**src/rtl/dbd_pkg.sv**
```systemverilog
package dbd_pkg;
  localparam int BYTE_W = 8;
  localparam int WORD_W = 16;

  typedef enum logic [1:0] {
    OFS_DEST = 2'd0,
    OFS_LEN  = 2'd1,
    OFS_STAT = 2'd2,
    OFS_RSVD = 2'd3
  } reg_ofs_e;
endpackage

```
**src/rtl/dbd_fifo.sv**
```systemverilog
module dbd_fifo #(
  parameter int DEPTH = 16,
  parameter int WIDTH = 16,
  localparam int PTR_W = $clog2(DEPTH),
  localparam int CNT_W = $clog2(DEPTH + 1)
) (
  input  logic             clk,
  input  logic             rst_n,
  input  logic             push,
  input  logic [WIDTH-1:0] wdata,
  input  logic             pop,
  output logic [WIDTH-1:0] rdata,
  output logic [CNT_W-1:0] count,
  output logic             full,
  output logic             empty
);
  logic [WIDTH-1:0] mem [DEPTH];
  logic [PTR_W-1:0] wr_ptr_q, wr_ptr_d, rd_ptr_q, rd_ptr_d;
  logic [CNT_W-1:0] cnt_q, cnt_d;

  always_comb begin
    wr_ptr_d = wr_ptr_q;
    rd_ptr_d = rd_ptr_q;
    cnt_d    = cnt_q;
    if (push) wr_ptr_d = (wr_ptr_q == PTR_W'(DEPTH - 1)) ? '0 : wr_ptr_q + 1'b1;
    if (pop)  rd_ptr_d = (rd_ptr_q == PTR_W'(DEPTH - 1)) ? '0 : rd_ptr_q + 1'b1;
    case ({push, pop})
      2'b10:   cnt_d = cnt_q + 1'b1;
      2'b01:   cnt_d = cnt_q - 1'b1;
      default: cnt_d = cnt_q;
    endcase
  end

  always_ff @(posedge clk or negedge rst_n) begin
    if (!rst_n) begin
      wr_ptr_q <= '0;
      rd_ptr_q <= '0;
      cnt_q    <= '0;
    end else begin
      wr_ptr_q <= wr_ptr_d;
      rd_ptr_q <= rd_ptr_d;
      cnt_q    <= cnt_d;
    end
  end

  always_ff @(posedge clk) begin
    if (push) mem[wr_ptr_q] <= wdata;
  end

  assign rdata = mem[rd_ptr_q];
  assign count = cnt_q;
  assign full  = (cnt_q == CNT_W'(DEPTH));
  assign empty = (cnt_q == '0);

  AST_NO_OVERFLOW: assert property (@(posedge clk) disable iff (!rst_n)
    push |-> !full);
  AST_NO_UNDERFLOW: assert property (@(posedge clk) disable iff (!rst_n)
    pop |-> !empty);
endmodule

```
**src/rtl/dbd_packer.sv**
```systemverilog
module dbd_packer
  import dbd_pkg::*;
#(
  parameter int LEN_W = 16
) (
  input  logic              clk,
  input  logic              rst_n,
  input  logic              start,
  input  logic [LEN_W-1:0]  len,
  input  logic              active,
  input  logic              in_valid,
  input  logic [BYTE_W-1:0] in_data,
  output logic              in_ready,
  input  logic              fifo_full,
  output logic              push,
  output logic [WORD_W-1:0] push_word,
  output logic              all_in,
  output logic [LEN_W-1:0]  bytes_left
);
  logic [LEN_W-1:0]  left_q, left_d;
  logic [BYTE_W-1:0] hi_q, hi_d;
  logic              have_hi_q, have_hi_d;
  logic              take;

  assign in_ready = active && (left_q != '0) && !fifo_full;
  assign take     = in_valid && in_ready;

  always_comb begin
    left_d    = left_q;
    hi_d      = hi_q;
    have_hi_d = have_hi_q;
    push      = 1'b0;
    push_word = '0;
    if (start) begin
      left_d    = len;
      have_hi_d = 1'b0;
    end else if (take) begin
      left_d = left_q - 1'b1;
      if (have_hi_q) begin
        push      = 1'b1;
        push_word = {hi_q, in_data};
        have_hi_d = 1'b0;
      end else if (left_q == LEN_W'(1)) begin
        push      = 1'b1;
        push_word = {in_data, {BYTE_W{1'b0}}};
      end else begin
        hi_d      = in_data;
        have_hi_d = 1'b1;
      end
    end
  end

  always_ff @(posedge clk or negedge rst_n) begin
    if (!rst_n) begin
      left_q    <= '0;
      hi_q      <= '0;
      have_hi_q <= 1'b0;
    end else begin
      left_q    <= left_d;
      hi_q      <= hi_d;
      have_hi_q <= have_hi_d;
    end
  end

  assign all_in     = (left_q == '0) && !have_hi_q;
  assign bytes_left = left_q;

  AST_PAIR_PENDING: assert property (@(posedge clk) disable iff (!rst_n)
    have_hi_q |-> left_q != '0);
endmodule

```
**src/rtl/dbd_busmaster.sv**
```systemverilog
module dbd_busmaster #(
  parameter int ADDR_W = 24,
  parameter int DEPTH  = 16,
  parameter int WMARK  = 12,
  localparam int CNT_W = $clog2(DEPTH + 1)
) (
  input  logic              clk,
  input  logic              rst_n,
  input  logic              dest_load,
  input  logic [ADDR_W-1:0] dest,
  input  logic [CNT_W-1:0]  count,
  input  logic              push,
  input  logic              flush,
  input  logic              gnt,
  output logic              req,
  output logic              we,
  output logic [ADDR_W-1:0] addr
);
  logic              req_q, req_d;
  logic [ADDR_W-1:0] addr_q, addr_d;
  logic [CNT_W-1:0]  cnt_next;
  logic              trigger;

  assign we       = req_q && gnt && (count != '0);
  assign cnt_next = count + CNT_W'(push) - CNT_W'(we);
  assign trigger  = (count >= CNT_W'(WMARK)) || (flush && (count != '0));

  always_comb begin
    req_d  = req_q ? (cnt_next != '0) : trigger;
    addr_d = addr_q;
    if (dest_load)  addr_d = {dest[ADDR_W-1:1], 1'b0};
    else if (we)    addr_d = addr_q + ADDR_W'(2);
  end

  always_ff @(posedge clk or negedge rst_n) begin
    if (!rst_n) begin
      req_q  <= 1'b0;
      addr_q <= '0;
    end else begin
      req_q  <= req_d;
      addr_q <= addr_d;
    end
  end

  assign req  = req_q;
  assign addr = addr_q;

  AST_REQ_HOLD: assert property (@(posedge clk) disable iff (!rst_n)
    (req_q && !gnt) |=> req_q);
  AST_RELEASE_EMPTY: assert property (@(posedge clk) disable iff (!rst_n)
    $fell(req_q) |-> count == '0);
  AST_ADDR_STEP: assert property (@(posedge clk) disable iff (!rst_n)
    (we && !dest_load) |=> addr_q == $past(addr_q) + ADDR_W'(2));
  AST_WE_GRANTED: assert property (@(posedge clk) disable iff (!rst_n)
    we |-> (gnt && req_q));
endmodule

```
**src/rtl/disk_burst_dma.sv**
```systemverilog
module disk_burst_dma
  import dbd_pkg::*;
#(
  parameter int ADDR_W = 24,
  parameter int LEN_W  = 16,
  parameter int REG_W  = 32,
  parameter int DEPTH  = 16,
  parameter int WMARK  = 12,
  localparam int CNT_W = $clog2(DEPTH + 1)
) (
  input  logic              clk,
  input  logic              rst_n,
  input  logic              in_valid,
  input  logic [7:0]        in_data,
  output logic              in_ready,
  input  logic              reg_wr,
  input  logic [1:0]        reg_addr,
  input  logic [REG_W-1:0]  reg_wdata,
  output logic [REG_W-1:0]  reg_rdata,
  output logic              bus_req,
  input  logic              bus_gnt,
  output logic [ADDR_W-1:0] bus_addr,
  output logic [15:0]       bus_wdata,
  output logic              bus_we,
  output logic              irq
);
  logic              busy_q, busy_d, done_q, done_d;
  logic              start, dest_load, stat_wr, finish;
  logic              push, all_in, fifo_full, fifo_empty;
  logic [WORD_W-1:0] push_word;
  logic [CNT_W-1:0]  fifo_count;
  logic [LEN_W-1:0]  bytes_left;
  logic [LEN_W-1:0]  len_field;
  logic              unused_wdata;

  assign len_field    = reg_wdata[LEN_W-1:0];
  assign unused_wdata = ^reg_wdata;
  assign dest_load    = reg_wr && (reg_addr == OFS_DEST) && !busy_q;
  assign start        = reg_wr && (reg_addr == OFS_LEN) && !busy_q && (len_field != '0);
  assign stat_wr      = reg_wr && (reg_addr == OFS_STAT);
  assign finish       = busy_q && all_in && fifo_empty && !bus_req;

  always_comb begin
    busy_d = busy_q;
    done_d = done_q;
    if (start)       busy_d = 1'b1;
    else if (finish) busy_d = 1'b0;
    if (finish)       done_d = 1'b1;
    else if (stat_wr) done_d = 1'b0;
  end

  always_ff @(posedge clk or negedge rst_n) begin
    if (!rst_n) begin
      busy_q <= 1'b0;
      done_q <= 1'b0;
    end else begin
      busy_q <= busy_d;
      done_q <= done_d;
    end
  end

  dbd_packer #(.LEN_W(LEN_W)) u_packer (
    .clk, .rst_n,
    .start      (start),
    .len        (len_field),
    .active     (busy_q),
    .in_valid   (in_valid),
    .in_data    (in_data),
    .in_ready   (in_ready),
    .fifo_full  (fifo_full),
    .push       (push),
    .push_word  (push_word),
    .all_in     (all_in),
    .bytes_left (bytes_left)
  );

  dbd_fifo #(.DEPTH(DEPTH), .WIDTH(WORD_W)) u_fifo (
    .clk, .rst_n,
    .push  (push),
    .wdata (push_word),
    .pop   (bus_we),
    .rdata (bus_wdata),
    .count (fifo_count),
    .full  (fifo_full),
    .empty (fifo_empty)
  );

  dbd_busmaster #(.ADDR_W(ADDR_W), .DEPTH(DEPTH), .WMARK(WMARK)) u_bus (
    .clk, .rst_n,
    .dest_load (dest_load),
    .dest      (reg_wdata[ADDR_W-1:0]),
    .count     (fifo_count),
    .push      (push),
    .flush     (all_in),
    .gnt       (bus_gnt),
    .req       (bus_req),
    .we        (bus_we),
    .addr      (bus_addr)
  );

  always_comb begin
    reg_rdata = '0;
    case (reg_addr)
      OFS_DEST: reg_rdata = REG_W'(bus_addr);
      OFS_LEN:  reg_rdata = REG_W'(bytes_left);
      OFS_STAT: reg_rdata = REG_W'({busy_q, done_q});
      default:  reg_rdata = '0;
    endcase
  end

  assign irq = done_q;

  AST_IRQ_AFTER_DRAIN: assert property (@(posedge clk) disable iff (!rst_n)
    $rose(irq) |-> (fifo_empty && !bus_req && all_in));
  AST_IRQ_CLEAR: assert property (@(posedge clk) disable iff (!rst_n)
    (stat_wr && !finish) |=> !irq);
  AST_IDLE_NO_REQ: assert property (@(posedge clk) disable iff (!rst_n)
    !busy_q |-> !bus_req);
endmodule

```
**config.mk**
```make
export PLATFORM = sky130hd
export DESIGN_NAME = disk_burst_dma
export DESIGN_NICKNAME = d
export VERILOG_FILES = /design/src/rtl/dbd_pkg.sv /design/src/rtl/dbd_fifo.sv /design/src/rtl/dbd_packer.sv /design/src/rtl/dbd_busmaster.sv /design/src/rtl/disk_burst_dma.sv
export SDC_FILE = /design/constraint.sdc
export NUM_CORES = 1
export LEC_CHECK = 0
export BUFFER_PORTS_ARGS = -buffer_cell sky130_fd_sc_hd__buf_2
export CORE_ASPECT_RATIO = 1.25
export CORE_MARGIN = 1
export CORE_UTILIZATION = 49
export CTS_CLUSTER_SIZE = 8
export DETAILED_ROUTE_END_ITERATION = 12
export HOLD_SLACK_MARGIN = 0.1
export PLACE_DENSITY_LB_ADDON = 0.3
export SLEW_MARGIN = 5
export SYNTH_ARGS = -nofsm -noshare
export SYNTH_HDL_FRONTEND = slang
export SYNTH_SLANG_ARGS = --single-unit
```
**constraint.sdc**
```tcl
create_clock -name clk -period 4.4 [get_ports clk]
set_clock_uncertainty 0.05 [all_clocks]
set_input_delay 0.88 -clock clk [delete_from_list [all_inputs] [get_ports clk]]
set_output_delay 0.88 -clock clk [all_outputs]
set_load 0.005 [all_outputs]
```
; ---- Word level (Yosys, flattened, before mapping)
; Memories as Yosys holds them, arrays and structs flattened.
; Index checks and enable logic that the tools add are counted.
[word_totals]
regBits = 65
ram_bits = 256
inputBits = 47
word_cells = 92
memories = 1
[op_classes]
add_sub_neg = 8
magnitude_cmp = 1
n_eq_ne = 8
muxes = 27
bitwise = 3
n_reduce_logical = 34
[mem_list]
columns = memory, words, width, rd, rd_ports_with_merged_regs, write_ports, line
row1 = u_fifo.mem, 16, 16, 1, 0, 1, dbd_fifo.sv:17  ; logic [WIDTH-1:0] mem [DEPTH];
[op_table]
columns = operator, n
row1 = $mux W16, 6
row2 = $pmux W24 S3, 1
row3 = $mux W24, 2
row4 = $reduce_bool A16 Y1, 2
row5 = $add A24 B2 Y24 const B, 1
row6 = $eq A16 B1 Y1 const B, 1
row7 = $logic_and A1 B1 Y1, 16
row8 = $logic_not A16 Y1, 1
row9 = $sub A16 B1 Y16 const B, 1
row10 = $mux W1, 15
row11 = $pmux W5 S2, 1
row12 = $reduce_bool A2 Y1, 5
row13 = $reduce_bool A5 Y1, 2
row14 = $add A4 B1 Y4 const B, 2
row15 = $eq A4 B4 Y1 const B, 2
row16 = $mux W4, 2
row17 = $add A5 B1 Y5, 1
row18 = $add A5 B1 Y5 const B, 1
row19 = $eq A5 B5 Y1 const B, 1
row20 = $ge A5 B4 Y1 const B, 1
row21 = $logic_not A5 Y1, 1
row22 = $sub A5 B1 Y5, 1
row23 = $sub A5 B1 Y5 const B, 1
row24 = $eq A2 B1 Y1 const B, 2
row25 = 6 further kinds, 12

; ---- Logic depth before layout (Yosys ltp)
; Gate-level depths: netlist (run 1).
[logic_depth]
ltp_word = 10
ltp_mapped = 17

; ---- Hierarchy
; A second synthesis (run 1) with hierarchy kept.
[unflattened]
hier_cells = 941
hier_area_um2 = 14343.8
[modules_own_cells]
columns = mod, instances, cells_per_inst, area_each_um2, seq_area_each_um2
row1 = dbd_fifo, 1, 496, 10463.8, 8012.7
row2 = dbd_busmaster, 1, 186, 1672.9, 600.6
row3 = dbd_packer, 1, 186, 1671.6, 625.6
row4 = disk_burst_dma, 1, 73, 535.5, 50.0

; ---- Worst setup path before layout (run 1)
; Ideal clock, no wire load.
[synth_path]
kind = reg2reg
from = register u_packer.left_q[8], in the netlist u_packer.bytes_left[8]
to = memory u_fifo.mem[5][0] (enable)
arrival_time_ps = 3712
t_required_ps = 3914
slack_ps = 201
path_stages_with_launch = 9
path_buffers = 2
period_less_slack_ps = 4199
path_cell_list = dfrtp_1 buf_6 or4_4 buf_6 nand2b_4 o41a_4 nor2_8 inv_4 nor4b_1
[synth_between]
elab_chain_len = 8
word_cells_on_any_way = 11
[synth_rtl]
columns = item, line
row1 = "start, declared", dbd_packer.sv:20  ; logic [LEN_W-1:0] left_q, left_d;
row2 = "start signal, assigned", dbd_packer.sv:59  ; left_q <= left_d;
row3 = "parallel branches: the longest is 4 deep, another holds $eq A16 B1 Y1", n/a
row4 = $mux W1 *, dbd_packer.sv:37  ; end else if (take) begin
row5 = $mux W1 *, dbd_packer.sv:34  ; if (start) begin
row6 = $mux W1 *, dbd_fifo.sv:47  ; if (push) mem[wr_ptr_q] <= wdata;
row7 = $mux W1 (implied by the code) *, dbd_fifo.sv:47
row8 = "end, declared", dbd_fifo.sv:17
; Mark *: on every way between the ends.

; ---- Worst setup path in the final report (run 1)
[layout_path]
from = register u_packer.left_q[8], in the netlist u_packer.bytes_left[8]
to = register u_bus.req_q, in the netlist u_bus.req
[layout_between]
elab_chain_len = 10
word_cells_on_any_way = 17
[layout_rtl]
columns = item, line
row1 = "parallel branches: the longest is 9 deep, another holds $add A5 B1 Y5", n/a
row2 = $mux W1 *, dbd_busmaster.sv:29  ; req_d = req_q ? (cnt_next != '0) : trigger;
row3 = net u_bus.req_d, dbd_busmaster.sv:19  ; logic req_q, req_d;
row4 = "end signal, assigned", dbd_busmaster.sv:40  ; req_q <= req_d;
row5 = "end, declared", dbd_busmaster.sv:19
; Mark *: on every way through the listed nets, which the timed path passes.
; A chain may end at the register's enable or synchronous reset.

==> out/results.tsv, run 1 <==
stage	metric	value	unit
clock_tree	cts_sinks	320	
floorplan	coreArea	28500	µm²
route	dr_total_vias	8909	
layout	register_area	9290	µm²
logic_synthesis	synth_area_per_cell	14.7	µm²
logic_synthesis	synth_compound_area_frac	0.0745	
logic_synthesis	synthSimpleGateAreaFrac	0.0879	
critical_path	endpoint	u_bus.req	
route	ant_nets	0	
route	wire_per_inst	22.8	µm
logic_synthesis	synth_cell_types	62	
critical_path	r2r_slack	0.45	ns
clock_tree	clk_pin_slew	0.05	ns
global_routing	grt_usage	0.231	
critical_path	end_kind	flip-flop	
layout	diodes	0	
critical_path	r2r-end	u_bus.req	
logic_synthesis	ys_seq_area_frac	0.652	
clock_tree	htree_levels	2	
place	port_buffers	105	
clock_tree	cts_inserted_buffers	45	
critical_path	critPathKind	reg -> reg	
critical_path	r2r_cells	13	
timing	rsz0062_at_grt	no	
pwr	clkPwrFrac	0.287	
place	place_inst	1411	
route	dr.pass1.iters	5	
route	wirelength	33700	µm
logic_synthesis	synthTopCellsByArea	edfxtp_1 (54%), dfrtp_1 (11%), mux2i_1 (6.1%)	
job	drv_cap	0	
clock_tree	clk_latency	0.54	ns
critical_path	required	4.80	ns
clock_tree	cts-hold-fix-buffers	0	
floorplan	ios	123	
logic_synthesis	synth-xor-area-share	0.0184	
timing	setup_viol	0	
floorplan	die_w	155	µm
layout	multi_input_area	4640	µm²
timing	hold_viol_final	0	
clock_tree	cts_tree	done	
pwr	vdd_ir_drop_max	0.361	mV
floorplan	initial_core_util	0.500	
logic_synthesis	synth_fa_ha_area_frac	0.0195	
pwr	p_sw_frac	0.333	
logic_synthesis	ys_ff_latch	320	
timing	post-route-period-util	0.899	
global_routing	grt_max_degree	46	
floorplan	die_area	29800	µm²
logic_synthesis	ys.flop_type	edfxtp_1	
run_status	status	complete, no violations	
timing	worstMarginPinSlew	1.09	ns
pwr	seqPwrFrac	0.402	
clock_tree	ctsResizeCount	0	
global_routing	overflow	0	
timing	relSlewSlack	0.272	
floorplan	die-height	193	µm
timing	fin_tns_setup	0	ns
critical_path	start_kind	flip-flop	
route	drc_errors	0	
clock_tree	clk_path_buf_depth	3	
clock_tree	cts_root_buf	clkbuf_16	
pwr	internal_power	7.14	mW
logic_synthesis	syn_inst	971	
pwr	p_switching	3.56	mW
pwr	powerDensity	648	nW/µm²
layout	synthToLayoutAreaGrowth	15.9	%
global_routing	grt_pass1_vias	8790	
logic_synthesis	yosysTopAreaCell	edfxtp_1	
floorplan	rows	69	
pwr	combPwrFrac	0.311	
critical_path	regToRegStartpoint	u_packer.bytes_left[8]	
layout	nFillCells	2258	
logic_synthesis	synth_top_family_by_area	multiplexers	
place	gp_congestion	0.903	
pwr	leakage	6.20	nW
critical_path	cp_common_cell	ha_1	
layout	drive_gt1_frac	0.219	
timing	post-route-min-period	3.95	ns
global_routing	antenna_found_initial	0	
critical_path	critPathMaxStageDelay	0.61	ns
route	via_per_inst	6.02	
timing	clock.fmax	253	MHz
critical_path	cp_cell_sequence	or4_4, nand2b_4, o41a_4, nor2_8, inv_4, ha_1, inv_1, ha_1, fa_1, o21a_1, a21oi_1, o211ai_1, a41oi_1	
logic_synthesis	syn-cell-area	14200	µm²
critical_path	path_max_fanout	17	
place	hpwlAfterDp	21700	µm
logic_synthesis	yosys_warnings	0	
global_routing	grt_pass1_wl	51100	µm
critical_path	cp-startpoint	u_packer.bytes_left[8]	
logic_synthesis	synth.top_cell.area_share	0.540	
critical_path	crit_arrival	4.35	ns
critical_path	critPathSlowestCell	or4_4	
logic_synthesis	synthMuxAreaShare	0.121	
logic_synthesis	async_reset_ff_frac	0.200	
timing	slew_violations	0	
layout	stdcell_count	1481	
route	drt-initial-drc-count	604	
worst_hold_path	hp-class	in -> async	
clock_tree	cts_setup_buffers	0	
layout	final_nets	1171	
logic_synthesis	synth-edff-count	256	
## per-stage QoR
stage          power (mW)  worst slack [ns]  utilization  instance area [µm²]  hold WS, ns
3_3_place_gp         7.60             0.519        0.536                15300        0.440
3_5_place_dp         7.68             0.488        0.536                15300        0.445
4_1_cts              10.8             0.459        0.580                16500        0.367
6_report             10.7             0.446        0.580                16500        0.367
2_1_floorplan        6.49             0.201            -                14300        0.430
5_1_grt              11.3             0.327        0.580                16500        0.412
## worst min path at each step
stage                          start                  to  cells after the start
floorplan           u_packer.hi_q[0]    u_packer.hi_q[0]                      1
global placement    u_packer.hi_q[5]    u_packer.hi_q[5]                      1
detailed placement  u_packer.hi_q[0]    u_packer.hi_q[0]                      1
CTS                            rst_n  u_fifo.wr_ptr_q[2]                      1
global route                   rst_n     u_fifo.count[1]                      1
finish                         rst_n     u_fifo.count[1]                      1
## state kept, by name (all words and copies together) (netlist names)
register and count:
busy_q 1, irq 1, u_bus.addr 23, u_bus.req 1, u_fifo.count 5, u_fifo.mem 256, u_fifo.rd_ptr_q 4, u_fifo.wr_ptr_q 4
u_packer.bytes_left 16, u_packer.have_hi_q 1, u_packer.hi_q 8
## cell families after synthesis
family          count (synthesis)
mux                           131
buf+inv                        85
compound gates                146
xor+xnor                       30
simple gates                  237
flops                         320
other cells                     1
fa+ha+maj                      21
## cell usage in the layout, fill, tap and decap left out, types with 4 or more instances in the layout
| master | synthesis | layout |
|---|---|---|
| nand2_1 | 69 | 69 |
| o21ai_0 | 48 | 48 |
| xnor2_1 | 19 | 19 |
| clkbuf_1 | 41 | 22 |
| a21oi_1 | 7 | 7 |
| ha_1 | 19 | 19 |
| o311ai_0 | 4 | 4 |
| nor3_1 | 13 | 13 |
| buf_2 | 4 | 105 |
| mux2_2 | 12 | 12 |
| dfrtp_1 | 64 | 63 |
| nor2_1 | 38 | 38 |
| clkbuf_16 | 0 | 45 |
| a221oi_1 | 33 | 33 |
| mux4_2 | 32 | 32 |
| mux2i_1 | 87 | 87 |
| a21o_1 | 4 | 4 |
| nor4_1 | 18 | 18 |
| and3_1 | 31 | 31 |
| inv_1 | 21 | 21 |
| nand4_1 | 10 | 10 |
| a221o_1 | 10 | 10 |
| nor2b_1 | 6 | 5 |
| edfxtp_1 | 256 | 256 |
| xor2_1 | 11 | 11 |
| and2_1 | 10 | 10 |
| conb_1 | 1 | 9 |
| nand3_1 | 15 | 15 |
| buf_4 | 9 | 32 |
| a22oi_1 | 24 | 24 |
## critical path, delay by kind of cell, from the launching register on
family	cells	cell delay, ns
and+or+nand+nor	3	1.05
adders and majority gates	3	1.06
DFF	1	0.46
buffers and inverters	2	0.15
AOI/OAI and AO/OA	5	1.09
## final cells by class
cell class                      count  area share
Timing Repair Buffer              139      0.0488
Tap cell                          355      0.0269
Inverter                           23     0.00538
Clock inverter                      3     0.00227
Clock buffer                       67      0.0732
Multi-Input combinational cell    574       0.281
Sequential cell                   320       0.563
## power by group through the flow
stage / Sequential [mW] / Combinational, mW / Clock (mW)
after global routing: 4.36 / 3.65 / 3.24
after detailed placement: 4.35 / 3.33 / 0
after global placement: 4.34 / 3.26 / 0
after floorplan: 4.07 / 2.42 / 0
after CTS: 4.30 / 3.35 / 3.12
final: 4.31 / 3.32 / 3.07
## cells in the mapped netlist, drive strengths merged (18+ instances only)
library cell	count
nand2	70
inv	22
edfxtp	256
nor4	18
clkbuf	41
nor2	39
dfrtp	64
a22oi	24
buf	21
xnor2	19
and3	31
ha	19
mux4	32
o21ai	49
mux2i	87
a221oi	33
## metal layers
metal	routed length (µm)	vias up	global-route usage
met2	16800	346	0.389
met1	13400	4442	0.293
li1	-	4048	-
met4	1230	0	0.0982
met5	0	-	0
met3	2240	73	0.0442
Power figures use the tool's default switching activity.
==> run 2, diff against run 1 <==
CORE_ASPECT_RATIO = 0.8   (was 1.25)
==> out/results.tsv, run 2 (synthesis gave the netlist of run 1 again) <==
stage	metric	value	unit
run_status	status	complete, but fails checks	
run_status	violations	design-rule violations	
job	drv_cap	0	
route	wire_per_inst	23.4	µm
timing	post-route-min-period	4.00	ns
place	port_buffers	105	
clock_tree	clk_pin_slew	0.05	ns
critical_path	critPathKind	reg -> reg	
critical_path	start_kind	flip-flop	
critical_path	end_kind	flip-flop	
timing	clock.fmax	250	MHz
floorplan	die-height	155	µm
layout	fin_area	16500	µm²
timing	whs	0.429	ns
critical_path	cp.buffers_inverters	2	
timing	hold_viol_final	0	
layout	diodes	0	
floorplan	coreArea	28400	µm²
layout	regMostFlops	u_fifo.mem	
pwr	powerDensity	651	nW/µm²
layout	utilization	0.580	
route	dr_total_vias	8964	
timing	fin_tns_setup	0	ns
place	post_dp_cell_area	15300	µm²
worst_hold_path	hp-class	in -> async	
place	place_inst	1428	
critical_path	crit_arrival	4.38	ns
route	ant_nets	0	
critical_path	cp_cell_sequence	or4_4, nand2b_4, o41a_4, nor2_8, inv_4, ha_1, inv_1, ha_1, fa_1, o21a_1, a21oi_1, o211ai_1, a41oi_1	
timing	slew_violations	0	
pwr	leakage	6.19	nW
clock_tree	clk_path_buf_depth	3	
timing	post-route-period-util	0.908	
place	dp_slack	0.435	ns
clock_tree	ctsResizeCount	0	
floorplan	rows	55	
critical_path	required	4.79	ns
critical_path	cp_common_cell	ha_1	
clock_tree	clk_latency	0.52	ns
global_routing	grt_pass1_vias	8604	
floorplan	ios	123	
layout	synthToLayoutAreaGrowth	15.8	%
timing	worstMarginPinSlew	0.938	ns
place	gp_congestion	0.904	
global_routing	antenna_found_initial	0	
place	hpwlAfterDp	21800	µm
layout	drive_gt1_frac	0.222	
critical_path	critPathMaxStageDelay	0.62	ns
critical_path	critPathTopFamily	compound AO/OA/AOI/OAI gates	
route	via_per_inst	6.02	
clock_tree	cts_sinks	320	
clock_tree	cts_root_buf	clkbuf_16	
clock_tree	cts_tree	done	
route	drt-initial-drc-count	875	
global_routing	grt_usage	0.239	
floorplan	die_area	29800	µm²
route	dr.pass1.iters	9	
global_routing	grt_max_degree	46	
critical_path	path_max_fanout	17	
floorplan	initial_core_util	0.501	
layout	layout_commonest_cell	edfxtp_1	
timing	setup_ws	0.405	ns
floorplan	die_w	193	µm
layout	final_cell_mix	edfxtp_1 (256), buf_2 (105), mux2i_1 (87)	
layout	final_nets	1173	
pwr	p_total	10.7	mW
clock_tree	cts_setup_buffers	0	
layout	stdcell_count	1489	
global_routing	grt_pass1_wl	52500	µm
timing	setup_viol	0	
clock_tree	htree_levels	2	
timing	relSlewSlack	0.372	
route	wirelength	34800	µm
timing	rsz0062_at_grt	no	
route	drc_errors	6	
layout	largest_reg_flops	256	
critical_path	critPathSlowestCell	or4_4	
clock_tree	cts_inserted_buffers	45	
pwr	vdd_ir_drop_max	0.296	mV
clock_tree	cts-hold-fix-buffers	0	
global_routing	overflow	0	
run 2: changes by cell type in the layout (fill, tap and decap cells not counted):
| cell | change |
|---|---|
| clkbuf_1 | -8 |
| buf_4 | +2 |
| inv_16 | -1 |
run 2: power by group:
group | total [mW] | switching (mW) | internal (mW)
registers | 4.29 | 0.543 | 3.74
clock network | 3.01 | 1.17 | 1.84
logic | 3.44 | 1.92 | 1.52
total | 10.7 | 3.64 | 7.10
run 2: cell type report:
cell class	instances	area, µm²
fill	2211	11900
sequential	320	9290
multi-input combinational	574	4640
clock buffer	59	1180
timing repair buffer	141	821
tap	370	463
inverter	23	88.8
clock inverter	2	17.5
run 2: path summary, 6_finish.rpt:
path,slack [ns],endpoint,depth (start not counted),from
worst max-delay path,0.40,u_bus.req,13,u_packer.bytes_left[8]
min in group clk,0.46,u_packer.hi_q[4],1,u_packer.hi_q[4]
worst max register to register,0.40,u_bus.req,13,u_packer.bytes_left[8]
worst min register to register,0.46,u_packer.hi_q[4],1,u_packer.hi_q[4]
worst min-delay path,0.43,busy_q,1,rst_n
max in group asynchronous,3.09,u_bus.addr[17],2,rst_n
run 2: layer usage:
layer | up-vias | wire (µm) | GRT usage | part of all wire
met4 | 0 | 539 | 0.0547 | 0.015
met1 | 4507 | 15700 | 0.362 | 0.45
met3 | 44 | 3110 | 0.0533 | 0.089
met2 | 379 | 15500 | 0.351 | 0.44
li1 | 4034 | - | - | -
met5 | - | 0 | 0 | 0
==> run 3, diff against run 2 <==
ABC_AREA = 1   (was not set)
==> out/results.tsv, run 3 <==
stage	metric	value	unit
timing	post-route-period-util	0.873	
logic_synthesis	synth-xor-area-share	0.0123	
floorplan	die_area	31200	µm²
global_routing	grt_pass1_vias	10600	
floorplan	coreArea	29600	µm²
clock_tree	ctsResizeCount	0	
logic_synthesis	synth_most_common_cell	nand2_1	
pwr	p_total	11.0	mW
logic_synthesis	synth_commonest_cells	nand2_1 (395), edfxtp_1 (256), nor2_1 (175)	
clock_tree	clk_path_buf_depth	3	
job	drv_cap	0	
layout	drive_gt1_frac	0.141	
logic_synthesis	synthMuxAreaShare	0	
global_routing	antenna_found_initial	1	
logic_synthesis	syn-cell-area	15000	µm²
logic_synthesis	synth_top_family_by_area	simple AND/OR/NAND/NOR gates	
critical_path	required	4.79	ns
route	drc_errors	0	
timing	relSlewSlack	0.193	
logic_synthesis	synth-edff-count	256	
layout	synthToLayoutAreaGrowth	14.7	%
layout	nFillCells	2520	
critical_path	crit_arrival	4.23	ns
pwr	internal_power	6.84	mW
logic_synthesis	synth_fa_ha_area_frac	0.0186	
timing	post-route-min-period	3.84	ns
route	wire_per_inst	19.0	µm
route	via_per_inst	5.58	
layout	largest_reg_flops	256	
logic_synthesis	async_reset_ff_frac	0.200	
worst_hold_path	hp-class	in -> async	
floorplan	die-height	158	µm
timing	clock.fmax	260	MHz
route	dr.pass1.iters	5	
logic_synthesis	synthTopCellsByArea	edfxtp_1 (51%), dfrtp_1 (11%), nand2_1 (9.9%)	
timing	setup_viol	0	
pwr	p_sw_frac	0.380	
route	ant_nets	0	
layout	final_nets	1695	
logic_synthesis	ys_ff_latch	320	
logic_synthesis	syn_inst	1513	
route	wirelength	38900	µm
critical_path	end_kind	flip-flop	
global_routing	grt_max_degree	147	
place	place_inst	1986	
critical_path	critPathKind	reg -> reg	
route	drt-initial-drc-count	1319	
clock_tree	clk_pin_slew	0.06	ns
place	post_dp_cell_area	15900	µm²
layout	register_area	9290	µm²
clock_tree	clk_latency	0.55	ns
route	dr_total_vias	11400	
layout	regMostFlops	u_fifo.mem	
clock_tree	cts_inserted_buffers	45	
global_routing	grt_pass1_wl	59600	µm
clock_tree	cts_tree	done	
pwr	clkPwrFrac	0.280	
logic_synthesis	synth_area_per_cell	9.88	µm²
layout	stdcell_count	2048	
floorplan	rows	56	
place	port_buffers	105	
critical_path	start_kind	flip-flop	
pwr	vdd_ir_drop_max	0.413	mV
place	gp_congestion	0.926	
layout	utilization	0.579	
floorplan	initial_core_util	0.505	
logic_synthesis	yosys_warnings	0	
logic_synthesis	yosysTopAreaCell	edfxtp_1	
logic_synthesis	ys.flop_type	edfxtp_1	
clock_tree	cts_setup_buffers	0	
logic_synthesis	synth.top_cell.area_share	0.514	
pwr	powerDensity	644	nW/µm²
pwr	leakage	6.76	nW
layout	final_cell_mix	nand2_1 (395), edfxtp_1 (256), nand3_1 (169)	
critical_path	path_max_fanout	22	
clock_tree	cts_root_buf	clkbuf_16	
timing	hold_viol_final	0	
logic_synthesis	synthSimpleGateAreaFrac	0.227	
layout	fin_area	17100	µm²
run_status	status	complete, no violations	
layout	layout_commonest_cell	nand2_1	
timing	fin_tns_setup	0	ns
layout	multi_input_area	4990	µm²
clock_tree	cts-hold-fix-buffers	0	
logic_synthesis	synth_compound_area_frac	0.0709	
floorplan	ios	123	
place	hpwlAfterDp	23400	µm
global_routing	grt_usage	0.252	
timing	rsz0062_at_grt	no	
pwr	combPwrFrac	0.349	
pwr	p_switching	4.20	mW
pwr	seqPwrFrac	0.371	
logic_synthesis	synth_cell_types	40	
logic_synthesis	ys_seq_area_frac	0.621	
floorplan	die_w	197	µm
timing	worstMarginPinSlew	1.21	ns
clock_tree	cts_sinks	320	
clock_tree	htree_levels	2	
timing	slew_violations	0	
global_routing	overflow	0	
run 3: cell count changes after synthesis, moves of 20 or more:
cell | before | now
o211ai_1 | 3 | 37
inv_1 | 21 | 83
o21ai_0 | 48 | 90
nand4_1 | 10 | 30
a21oi_1 | 7 | 38
nand2_1 | 69 | 395
a22oi_1 | 24 | 1
mux4_2 | 32 | 0
a221oi_1 | 33 | 0
mux2i_1 | 87 | 0
nor2_1 | 38 | 175
and3_1 | 31 | 0
nand3_1 | 15 | 169
run 3: logic make-up (layout without fill, tap and decap cells):
group,count (synthesis),in the layout
and+or+nand+nor,796,796
adders and majority gates,21,21
xor gates and xnor gates,21,21
DFF,320,320
AOI/OAI and AO/OA,186,186
other,1,10
buffers and inverters,168,288
run 3: power by group through the flow:
stage,Clock [mW],Combinational [mW],Sequential [mW]
global route,3.26,4.30,4.14
floorplan,0,2.60,4.03
finish,3.09,3.85,4.09
CTS,3.13,3.86,4.08
global placement,0,3.75,4.12
detailed placement,0,3.83,4.13
run 3: path summary, 6_finish.rpt:
| path | start | slack (ns) | endpoint | cells past startpoint |
|---|---|---|---|---|
| min | rst_n | 0.34 | u_bus.addr[18] | 1 |
| max reg2reg | u_packer.bytes_left[0] | 0.56 | u_bus.req | 19 |
| max in group asynchronous | rst_n | 3.21 | u_packer.hi_q[4] | 2 |
| min reg2reg | u_packer.hi_q[7] | 0.42 | u_packer.hi_q[7] | 2 |
| max | u_packer.bytes_left[0] | 0.56 | u_bus.req | 19 |
| min in group clk | u_packer.hi_q[7] | 0.42 | u_packer.hi_q[7] | 2 |
run 3: stage by stage:
step / hold slack (ns) / setup slack, ns
floorplan: 0.392 / 1.17
global placement: 0.404 / 0.664
detailed placement: 0.409 / 0.640
CTS: 0.360 / 0.594
global route: 0.386 / 0.319
finish: 0.336 / 0.560
run 3: routing by layer:
metal	routed length [µm]	global-route usage	up-vias
met1	17600	0.376	5455
met5	0	0	-
li1	-	-	5379
met2	17200	0.385	526
met4	664	0.0646	0
met3	3450	0.0407	63
run 3: critical path: stages (launching register included):
cell     delay, ns
dfrtp_1       0.39
inv_1         0.11
ha_1          0.25
nand2_2       0.13
nor2_4        0.08
nand2_4       0.09
nand3_4       0.08
inv_4         0.22
nand2_4       0.27
ha_1          0.48
inv_1         0.14
ha_1          0.24
fa_1          0.46
or2_2         0.31
a21oi_1       0.12
nand2_1       0.06
nor2_1        0.09
nand2_1       0.06
nand2_1       0.05
inv_1         0.03
run 3: area by class of cell:
class / count / share of cell area
tap: 406 / 0.0296
clock inverter: 3 / 0.00387
sequential: 320 / 0.542
antenna: 1 / 0.000146
multi-input combinational: 1033 / 0.291
clock buffer: 58 / 0.0685
inverter: 92 / 0.0205
timing repair buffer: 135 / 0.0445
